**src/rtl/spdmode_pkg.sv**
```systemverilog
package spdmode_pkg;

   typedef enum logic [1:0] {
      SPD_NORMAL = 2'b00,
      SPD_DOUBLE = 2'b01,
      SPD_QUAD   = 2'b10,
      SPD_RSVD   = 2'b11
   } speed_e;

   // Six accepted ratios, two per speed class, ordered fastest first
   localparam int unsigned NUM_RATIOS = 6;
   localparam int unsigned IDX_W      = 3;

   function automatic int unsigned ratio_of(input int unsigned base, input int unsigned i);
      case (i)
         0:       return base;
         1:       return (base * 3) / 2;
         2:       return base * 2;
         3:       return base * 3;
         4:       return base * 4;
         default: return base * 6;
      endcase
   endfunction

   function automatic speed_e mode_of(input logic [IDX_W-1:0] i);
      if (i < 3'd2)      return SPD_QUAD;
      else if (i < 3'd4) return SPD_DOUBLE;
      else               return SPD_NORMAL;
   endfunction

endpackage

```
**src/rtl/lrck_sync.sv**
```systemverilog
module lrck_sync #(
   parameter int unsigned SYNC_STAGES = 2
) (
   input  logic clk,
   input  logic rst,
   input  logic lrck_async,
   output logic rise
);
   generate
      if (SYNC_STAGES < 2) begin : g_bad_stages
         $error("lrck_sync: SYNC_STAGES must be at least 2");
      end
   endgenerate

   // Stages 0..SYNC_STAGES-1 synchronise; the last one keeps history for the edge
   logic [SYNC_STAGES:0] shreg;

   always_ff @(posedge clk) begin
      if (rst) shreg <= '0;
      else     shreg <= {shreg[SYNC_STAGES-1:0], lrck_async};
   end

   assign rise = shreg[SYNC_STAGES-1] & ~shreg[SYNC_STAGES];

   // An edge pulse can never last two cycles
   AST_RISE_SINGLE: assert property (@(posedge clk) disable iff (rst)
      rise |=> !rise);

endmodule

```
**src/rtl/period_counter.sv**
```systemverilog
module period_counter #(
   parameter int unsigned CNT_W = 10
) (
   input  logic             clk,
   input  logic             rst,
   input  logic             rise,
   output logic             frame_stb,
   output logic [CNT_W-1:0] frame_len,
   output logic             saturated
);
   localparam logic [CNT_W-1:0] CNT_MAX = {CNT_W{1'b1}};
   localparam logic [CNT_W-1:0] CNT_ONE = CNT_W'(1);

   logic [CNT_W-1:0] cnt;
   logic             armed;

   always_ff @(posedge clk) begin
      if (rst) begin
         cnt   <= '0;
         armed <= 1'b0;
      end else if (rise) begin
         cnt   <= CNT_ONE;
         armed <= 1'b1;
      end else if (cnt != CNT_MAX) begin
         cnt <= cnt + CNT_ONE;
      end
   end

   // First edge after reset only arms; later edges close a complete frame
   assign frame_stb = rise & armed;
   assign frame_len = cnt;
   assign saturated = (cnt == CNT_MAX);

   AST_CNT_STICKS: assert property (@(posedge clk) disable iff (rst)
      (cnt == CNT_MAX && !rise) |=> (cnt == CNT_MAX));

   AST_CNT_RESTART: assert property (@(posedge clk) disable iff (rst)
      rise |=> (cnt == CNT_ONE));

endmodule

```
**src/rtl/ratio_classifier.sv**
```systemverilog
module ratio_classifier
   import spdmode_pkg::*;
#(
   parameter int unsigned CNT_W      = 10,
   parameter int unsigned BASE_RATIO = 128,
   parameter int unsigned TOL        = 2
) (
   input  logic [CNT_W-1:0] frame_len,
   output logic             supported,
   output logic [IDX_W-1:0] ratio_idx,
   output speed_e           frame_mode
);
   // Closest neighbouring ratios are BASE/2 apart; windows must not touch
   generate
      if (2 * TOL >= BASE_RATIO / 2) begin : g_bad_tol
         $error("ratio_classifier: TOL too wide for BASE_RATIO");
      end
   endgenerate

   logic [NUM_RATIOS-1:0] hit;

   genvar g;
   generate
      for (g = 0; g < NUM_RATIOS; g++) begin : g_win
         localparam int unsigned CENTRE = ratio_of(BASE_RATIO, g);
         assign hit[g] = (32'(frame_len) + TOL >= CENTRE) &&
                         (32'(frame_len) <= CENTRE + TOL);
      end
   endgenerate

   always_comb begin
      ratio_idx = '0;
      for (int i = 0; i < NUM_RATIOS; i++) begin
         if (hit[i]) ratio_idx = IDX_W'(i);
      end
   end

   assign supported  = |hit;
   assign frame_mode = mode_of(ratio_idx);

endmodule

```
**src/rtl/lock_filter.sv**
```systemverilog
module lock_filter
   import spdmode_pkg::*;
#(
   parameter int unsigned LOCK_FRAMES = 4
) (
   input  logic             clk,
   input  logic             rst,
   input  logic             frame_stb,
   input  logic             supported,
   input  logic [IDX_W-1:0] ratio_idx,
   input  speed_e           frame_mode,
   input  logic             saturated,
   output logic             locked,
   output speed_e           det_mode
);
   generate
      if (LOCK_FRAMES < 2) begin : g_bad_frames
         $error("lock_filter: LOCK_FRAMES must be at least 2");
      end
   endgenerate

   localparam int unsigned RUN_W = $clog2(LOCK_FRAMES + 1);
   localparam logic [RUN_W-1:0] RUN_FULL = RUN_W'(LOCK_FRAMES);
   localparam logic [RUN_W-1:0] RUN_LAST = RUN_W'(LOCK_FRAMES - 1);

   logic [RUN_W-1:0] run;
   logic [IDX_W-1:0] prev_idx;

   always_ff @(posedge clk) begin
      if (rst) begin
         run      <= '0;
         prev_idx <= '0;
         locked   <= 1'b0;
         det_mode <= SPD_NORMAL;
      end else if (saturated) begin
         run    <= '0;
         locked <= 1'b0;
      end else if (frame_stb) begin
         if (!supported) begin
            run    <= '0;
            locked <= 1'b0;
         end else if (run != '0 && ratio_idx == prev_idx) begin
            if (run != RUN_FULL) run <= run + RUN_W'(1);
            if (run >= RUN_LAST) begin
               locked   <= 1'b1;
               det_mode <= frame_mode;
            end
         end else begin
            prev_idx <= ratio_idx;
            run      <= RUN_W'(1);
            locked   <= 1'b0;
         end
      end
   end

   AST_LOCK_AFTER_RUN: assert property (@(posedge clk) disable iff (rst)
      locked |-> (run == RUN_FULL));

   AST_MODE_MOVES_LOCKED: assert property (@(posedge clk) disable iff (rst)
      !$stable(det_mode) |-> locked);

   AST_BAD_FRAME_UNLOCK: assert property (@(posedge clk) disable iff (rst)
      (frame_stb && !supported && !saturated) |=> !locked);

   AST_TIMEOUT_UNLOCK: assert property (@(posedge clk) disable iff (rst)
      saturated |=> !locked);

endmodule

```
**src/rtl/clk_ratio_speed_detect.sv**
```systemverilog
module clk_ratio_speed_detect
   import spdmode_pkg::*;
#(
   parameter int unsigned SYNC_STAGES = 2,
   parameter int unsigned CNT_W       = 10,
   parameter int unsigned BASE_RATIO  = 128,
   parameter int unsigned TOL         = 2,
   parameter int unsigned LOCK_FRAMES = 4
) (
   input  logic       clk,
   input  logic       rst,
   input  logic       lrck,
   input  logic       auto_en,
   input  logic [1:0] manual_speed,
   output logic [1:0] dac_speed,
   output logic [1:0] adc_speed,
   output logic       ratio_lock
);
   localparam int unsigned TOP_RATIO = ratio_of(BASE_RATIO, NUM_RATIOS - 1);

   generate
      if (TOP_RATIO + TOL >= (2 ** CNT_W) - 1) begin : g_bad_width
         $error("clk_ratio_speed_detect: CNT_W too small for largest ratio");
      end
   endgenerate

   logic             rise;
   logic             frame_stb;
   logic [CNT_W-1:0] frame_len;
   logic             saturated;
   logic             supported;
   logic [IDX_W-1:0] ratio_idx;
   speed_e           frame_mode;
   speed_e           det_mode;

   lrck_sync #(.SYNC_STAGES(SYNC_STAGES)) u_sync (
      .clk        (clk),
      .rst        (rst),
      .lrck_async (lrck),
      .rise       (rise)
   );

   period_counter #(.CNT_W(CNT_W)) u_count (
      .clk       (clk),
      .rst       (rst),
      .rise      (rise),
      .frame_stb (frame_stb),
      .frame_len (frame_len),
      .saturated (saturated)
   );

   ratio_classifier #(
      .CNT_W      (CNT_W),
      .BASE_RATIO (BASE_RATIO),
      .TOL        (TOL)
   ) u_class (
      .frame_len  (frame_len),
      .supported  (supported),
      .ratio_idx  (ratio_idx),
      .frame_mode (frame_mode)
   );

   lock_filter #(.LOCK_FRAMES(LOCK_FRAMES)) u_lock (
      .clk        (clk),
      .rst        (rst),
      .frame_stb  (frame_stb),
      .supported  (supported),
      .ratio_idx  (ratio_idx),
      .frame_mode (frame_mode),
      .saturated  (saturated),
      .locked     (ratio_lock),
      .det_mode   (det_mode)
   );

   assign dac_speed = auto_en ? det_mode : manual_speed;
   assign adc_speed = SPD_NORMAL;

   AST_AUTO_NO_RSVD: assert property (@(posedge clk) disable iff (rst)
      auto_en |-> (dac_speed != SPD_RSVD));

   AST_AUTO_IGNORES_FIELD: assert property (@(posedge clk) disable iff (rst)
      (auto_en && $past(auto_en) && $stable(det_mode)) |-> $stable(dac_speed));

endmodule

```
**config.mk**
```make
export PLATFORM = sky130hd
export DESIGN_NAME = clk_ratio_speed_detect
export DESIGN_NICKNAME = d
export VERILOG_FILES = /design/src/rtl/spdmode_pkg.sv /design/src/rtl/lrck_sync.sv /design/src/rtl/period_counter.sv /design/src/rtl/ratio_classifier.sv /design/src/rtl/lock_filter.sv /design/src/rtl/clk_ratio_speed_detect.sv
export SDC_FILE = /design/constraint.sdc
export NUM_CORES = 1
export LEC_CHECK = 0
export ABC_CLOCK_PERIOD_IN_PS = 3920
export BUFFER_PORTS_ARGS = -buffer_cell sky130_fd_sc_hd__clkbuf_2
export CORE_AREA = 8 8 69 71
export DETAILED_ROUTE_END_ITERATION = 16
export DIE_AREA = 0 0 77 79
export PLACE_DENSITY = 0.64
export SLEW_MARGIN = 5
export SYNTH_ARGS = -nofsm -noshare
export SYNTH_HDL_FRONTEND = slang
export SYNTH_HIERARCHICAL = 1
export SYNTH_SLANG_ARGS = --single-unit
```
**constraint.sdc**
```tcl
create_clock -name clk -period 3.92 [get_ports clk]
set_input_delay 0.392 -clock clk [delete_from_list [all_inputs] [get_ports clk]]
set_output_delay 0.392 -clock clk [all_outputs]
set_load 0.01 [all_outputs]
```
==> results.toml, run 1 <==
[floorplan]
die_area_sq_um = 6080
start_util_pct = 41.3
rows = 23
die_width_um = 77
ioPinCount = 11
die_y_um = 79
core_sq_um = 3800

[cts]
cts_setup_buffers = 0
numCtsBuffers = 3
cts_max_path_buffers = 2
clkTransAtPathRegs_ns = 0.09
htreeDepth = 1
cts_sinks = 23
cts_resized = 0
root_buffer = "clkbuf_8"
tritoncts = "done"
worstSkewPairLatency_ns = 0.27
holdBufCountCts = 0

[logic_synthesis]
syn_inst = 186
synthTopCellsByArea = "dfxtp_1 29%, mux2i_1 5.1%, ha_1 4.8%, a31oi_1 3.6%, o21ai_0 3.5%"
avgSynthCellArea_sq_um = 8.43
synth.distinct_cells = 51
ys_warn_count = 6
yosysSeqAreaShare_pct = 29.4
ys_ff_latch = 23
synth_ff_type = "dfxtp_1"
yosysTopAreaCellShare_pct = 29.4
async_reset_ff_share_pct = 0
syn_area_sq_um = 1570
yosys.area.top_type = "dfxtp_1"
synth_edf_count = 0

[timing]
period_minus_slack_ns = 3.22
fin_ws_ns = 0.703
setup_viol = 0
finalHoldViolCount = 0
finalClockSkew_ns = 0.00853
whs_ns = 0.325
max_slew_margin_pct = 62.2
fin_setup_tns_ns = 0
max_freq_ghz = 0.311
maxSlewViolCount = 0
rsz0062_at_grt = "false"
worst_pin_slew_ns = 0.566
fin_crit_sh_pct = 82.1

[route]
drc = 0
wl_um = 3280
dr.pass1.iters = 4
ant_nets = 0
wl_per_cell_um = 13.7
viasPerCell = 5.63
drt_iter0_markers = 77
num_vias = 1352

[critical_path]
path_max_fanout = 12
crit_path_top_delay_cell = "dfxtp_1"
cp_data_arrival_time_ns = 3.43
startpoint_type = "flip-flop"
cp.depth = 10
cp-end-kind = "flip-flop"
r2r_cells = 10
cpPeakStageDelay_ns = 0.51
crit_required_ns = 4.13
crit_type = "flip-flop to flip-flop"
path_cells = "ha_1 -> and4_1 -> nand4_1 -> mux2_4 -> o41ai_1 -> nand3_1 -> xor2_1 -> a2111oi_4 -> nor3b_4 -> mux2i_1"
cp_top_family = "compound AO/OA/AOI/OAI gates"
path_buf_inv = 0

[placed_design]
dp_hpwl_um = 2410
port_buffers = 8
post-place-ws_ns = 0.690
postPlaceCellArea_sq_um = 1610
gp_congestion = 0.841

[final_layout]
area_delta_synth_final_pct = 5.67
postLayoutCoreUtil_pct = 43.6
antennaDiodeCount = 0
drive_gt1_share_pct = 13.2
fin_nets = 203
layout_common_cells = "23 x dfxtp_1, 14 x nor2_1, 12 x nand2_1"
final_common_cell = "dfxtp_1"
n_fill_cell = 409
stdcell_area_sq_um = 1660

[global_routing]
grt_antenna_before_repair = 0
overflow = 0
grt_usage_pct = 11.1
grt_max_degree = 20
grt_pass1_wl_um = 5600
grt_pass1_vias = 1251

[run]
maxCapViolCount = 0

[worst_hold_path]
hold_path.class = "primary input to flip-flop"
holdPathStages = 2

[run_status]
outcome = "completed"

[power]
p_leak_uw = 0.000699
ir_drop_mv = 0.177
p_per_area_nw_per_um2 = 260
-- synthesized netlist by cell type, drive strengths merged, types with 4 or more instances --
cell type and n:
nor2 14, nand2 12, or3 4, a31oi 9
mux2i 8, nor3 6, nand4 7, inv 10
dfxtp 23, ha 6, nor2b 6, buf 7
nand3 10, o21ai 13, nand2b 4, and3 6
-- worst paths after layout --
| check | from | endpoint | slack, ns |
|---|---|---|---|
| worst max register to register | u_count/frame_len[2] | u_lock/det_mode[0] | 0.70 |
| worst max-delay path | u_count/frame_len[2] | u_lock/det_mode[0] | 0.70 |
| worst min register to register | u_sync/shreg[0] | u_sync/shreg[1] | 0.46 |
| worst min-delay path | lrck | u_sync/shreg[0] | 0.32 |
-- report_power, final --
| group | switching, uW | total, uW | internal (uW) | leakage [uW] |
|---|---|---|---|---|
| clock | 79.1 | 150 | 71.1 | 0.0000255 |
| combinational | 20.1 | 34.6 | 14.5 | 0.000487 |
| sequential | 7.43 | 246 | 238 | 0.000186 |
-- flip-flops by register name, summed over array words and instances (netlist names) --
| register | flops |
|---|---|
| u_count/armed | 1 |
| u_lock/run | 3 |
| u_lock/locked | 1 |
| u_lock/det_mode | 2 |
| u_count/frame_len | 10 |
| u_sync/shreg | 3 |
| u_lock/prev_idx | 3 |
-- kinds of logic (layout without fill, tap and decap cells) --
| group | count (synthesis) | count (layout) | share of synthesized area (%) |
|---|---|---|---|
| AO/OA/AOI/OAI | 45 | 45 | 21.5 |
| XOR/XNOR | 4 | 4 | 2.24 |
| adder cells (fa/ha/maj) | 6 | 6 | 4.79 |
| buffers and inverters | 19 | 22 | 6.46 |
| flip-flops | 23 | 23 | 29.4 |
| multiplexers | 11 | 11 | 7.50 |
| other | 1 | 2 | 0.239 |
| AND/OR/NAND/NOR | 77 | 77 | 27.9 |
-- stage by stage --
step	power [uW]	std cells
detailed placement	286	236
floorplan	277	187
global route	456	240
global placement	285	236
CTS	440	240
finish	431	240
-- cell type report --
type                       count  area (sq um)  share of cell area, %
timing repair buffer           8          40.0                   2.42
multi-input combinational    145          1010                   61.0
clock buffer                   3          41.3                   2.49
inverter                      10          37.5                   2.27
sequential                    23           460                   27.8
tap                           50          62.6                   3.78
clock inverter                 1          5.00                  0.302
-- routing by layer --
layer	global-route usage (%)	up-vias	share of wire, %
met3	2.26	5	2.6
met1	12.7	641	47
li1	-	690	-
met4	6.23	0	2.3
met2	19.0	16	48
met5	0	-	0
Note: power is estimated with default switching activity, not from simulation.
==> run 2, diff against run 1 <==
ABC_CLOCK_PERIOD_IN_PS = 2900   (was 3920)
PLACE_DENSITY = 0.66   (was 0.64)
clock period = 2.9 ns   (was 3.92 ns; I/O delays follow)
==> run 2 against run 1 <==
Design area grew 6.6%. Combinational power grew 74%. Final cell count grew 5.4%. Largest power group unchanged. Highest routed layer unchanged.
==> results.toml, run 2 (synthesized netlist as in run 1, its figures left out) <==
[run_status]
outcome = "completed"

[final_layout]
antennaDiodeCount = 0
layout_common_cells = "23 x dfxtp_1, 14 x nor2_1, 13 x buf_4"
postLayoutCoreUtil_pct = 46.5
drive_gt1_share_pct = 19.7
largest_reg_flops = 10
fin_nets = 216
area_delta_synth_final_pct = 12.7
n_fill_cell = 387
final_common_cell = "dfxtp_1"

[route]
viasPerCell = 5.54
dr_wl_met2_um = 1680
wl_per_cell_um = 13.7
m1WireLength_um = 1680
routed-wl-met3_um = 80
ant_nets = 0
dr.pass1.iters = 4
top_layer = "met4"
num_vias = 1401
drt_iter0_markers = 75
wl_um = 3460
drc = 0

[placed_design]
gp_congestion = 0.800
dp_hpwl_um = 2620
port_buffers = 8

[cts]
cts_max_path_buffers = 2
worstSkewPairLatency_ns = 0.26
htreeDepth = 1
numCtsBuffers = 3
holdBufCountCts = 0
clkTransAtPathRegs_ns = 0.09
cts_setup_buffers = 0
tritoncts = "done"
cts_sinks = 23
root_buffer = "clkbuf_8"

[critical_path]
crit_type = "flip-flop to flip-flop"
crit_path_top_delay_cell = "a311oi_1"
cp_data_arrival_time_ns = 2.98
crit_required_ns = 3.09
path_max_fanout = 11
cpPeakStageDelay_ns = 0.49
cpMostUsedCell = "inv_1"
cp-end-kind = "flip-flop"
path_cells = "buf_4 -> inv_1 -> ha_1 -> nor2b_1 -> o21ai_0 -> a311oi_1 -> a211o_1 -> inv_1 -> or3_4 -> nor3b_4 -> mux2i_1"
startpoint_type = "flip-flop"

[power]
ir_drop_mv = 0.237
p_leak_uw = 0.000771
p_per_area_nw_per_um2 = 334

[timing]
maxSlewViolCount = 0
finalHoldViolCount = 0
fin_setup_tns_ns = 0
period_minus_slack_ns = 2.79
finalClockSkew_ns = 0.00424
rsz0062_at_grt = "false"
setup_viol = 0
max_freq_ghz = 0.358
fin_crit_sh_pct = 96.3

[global_routing]
grt_antenna_before_repair = 0
grt_usage_pct = 11.4
grt_pass1_wl_um = 5820
grt_max_degree = 17
grt_pass1_vias = 1282
overflow = 0

[floorplan]
rows = 23
ioPinCount = 11
die_y_um = 79
start_util_pct = 41.3
die_area_sq_um = 6080
die_width_um = 77
core_sq_um = 3800

[worst_hold_path]
hold_path.class = "primary input to flip-flop"

[run]
maxCapViolCount = 0
run 2: changes by cell type in the layout (fill, tap and decap cells not counted):
cell     change
o41ai_1      -1
o41ai_2      +1
o21ai_1      +2
or3_1        -1
o21ai_0      -2
buf_4       +13
or3_4        +1
run 2: repair_timing:
action / 4_1_cts / 5_1_grt
resized for setup: 0 / 4
endpoints found under the hold margin: 0 / 0
endpoints found under the setup margin: 0 / 4
run 2: power breakdown:
group | switching [uW] | leakage, uW | internal [uW]
Clock | 106 | 0.0000255 | 95.9
Sequential | 5.60 | 0.000186 | 322
Combinational | 34.4 | 0.000559 | 25.8
Total | 146 | 0.000771 | 444
run 2: final timing paths:
check / slack [ns] / cells past startpoint / start / end
worst max register to register: 0.11 / 11 / u_count/frame_len[2] / u_lock/det_mode[1]
worst min-delay path: 0.27 / 2 / lrck / u_sync/shreg[0]
worst max-delay path: 0.11 / 11 / u_count/frame_len[2] / u_lock/det_mode[1]
worst min register to register: 0.47 / 1 / u_sync/shreg[1] / u_sync/shreg[2]
run 2: final cells by class:
| type | instances | area [sq um] | share of cell area, % |
|---|---|---|---|
| Tap cell | 50 | 62.6 | 3.54 |
| Clock buffer | 3 | 41.3 | 2.34 |
| Clock inverter | 1 | 5.00 | 0.283 |
| Sequential cell | 23 | 460 | 26.1 |
| Inverter | 10 | 37.5 | 2.12 |
| Multi-Input combinational cell | 145 | 1020 | 57.9 |
| Timing Repair Buffer | 21 | 138 | 7.79 |
run 2: per-stage QoR:
stage	setup WS [ns]	std cells	total power, uW	instance area, sq um	hold slack, ns
after floorplan	0.0952	187	374	1570	0.362
after global routing	0.00331	253	621	1770	0.255
after detailed placement	0.125	249	395	1710	0.456
final	0.109	253	590	1770	0.266
after global placement	0.133	249	393	1710	0.418
after CTS	0.0718	253	598	1750	0.263
run 2: layer usage:
metal / track usage (%) / up-vias
met5: 0 / -
met4: 3.58 / 0
met3: 2.26 / 2
met2: 20.1 / 20
met1: 13.7 / 661
li1: - / 718
run 2: worst max-delay path: cells and delay by family, from the launching register on:
kind            cells  cell delay, ns
buf+inv             3            0.31
compound gates      3            0.92
flops               1            0.32
mux                 1            0.21
simple gates        3            0.84
fa+ha+maj           1            0.12
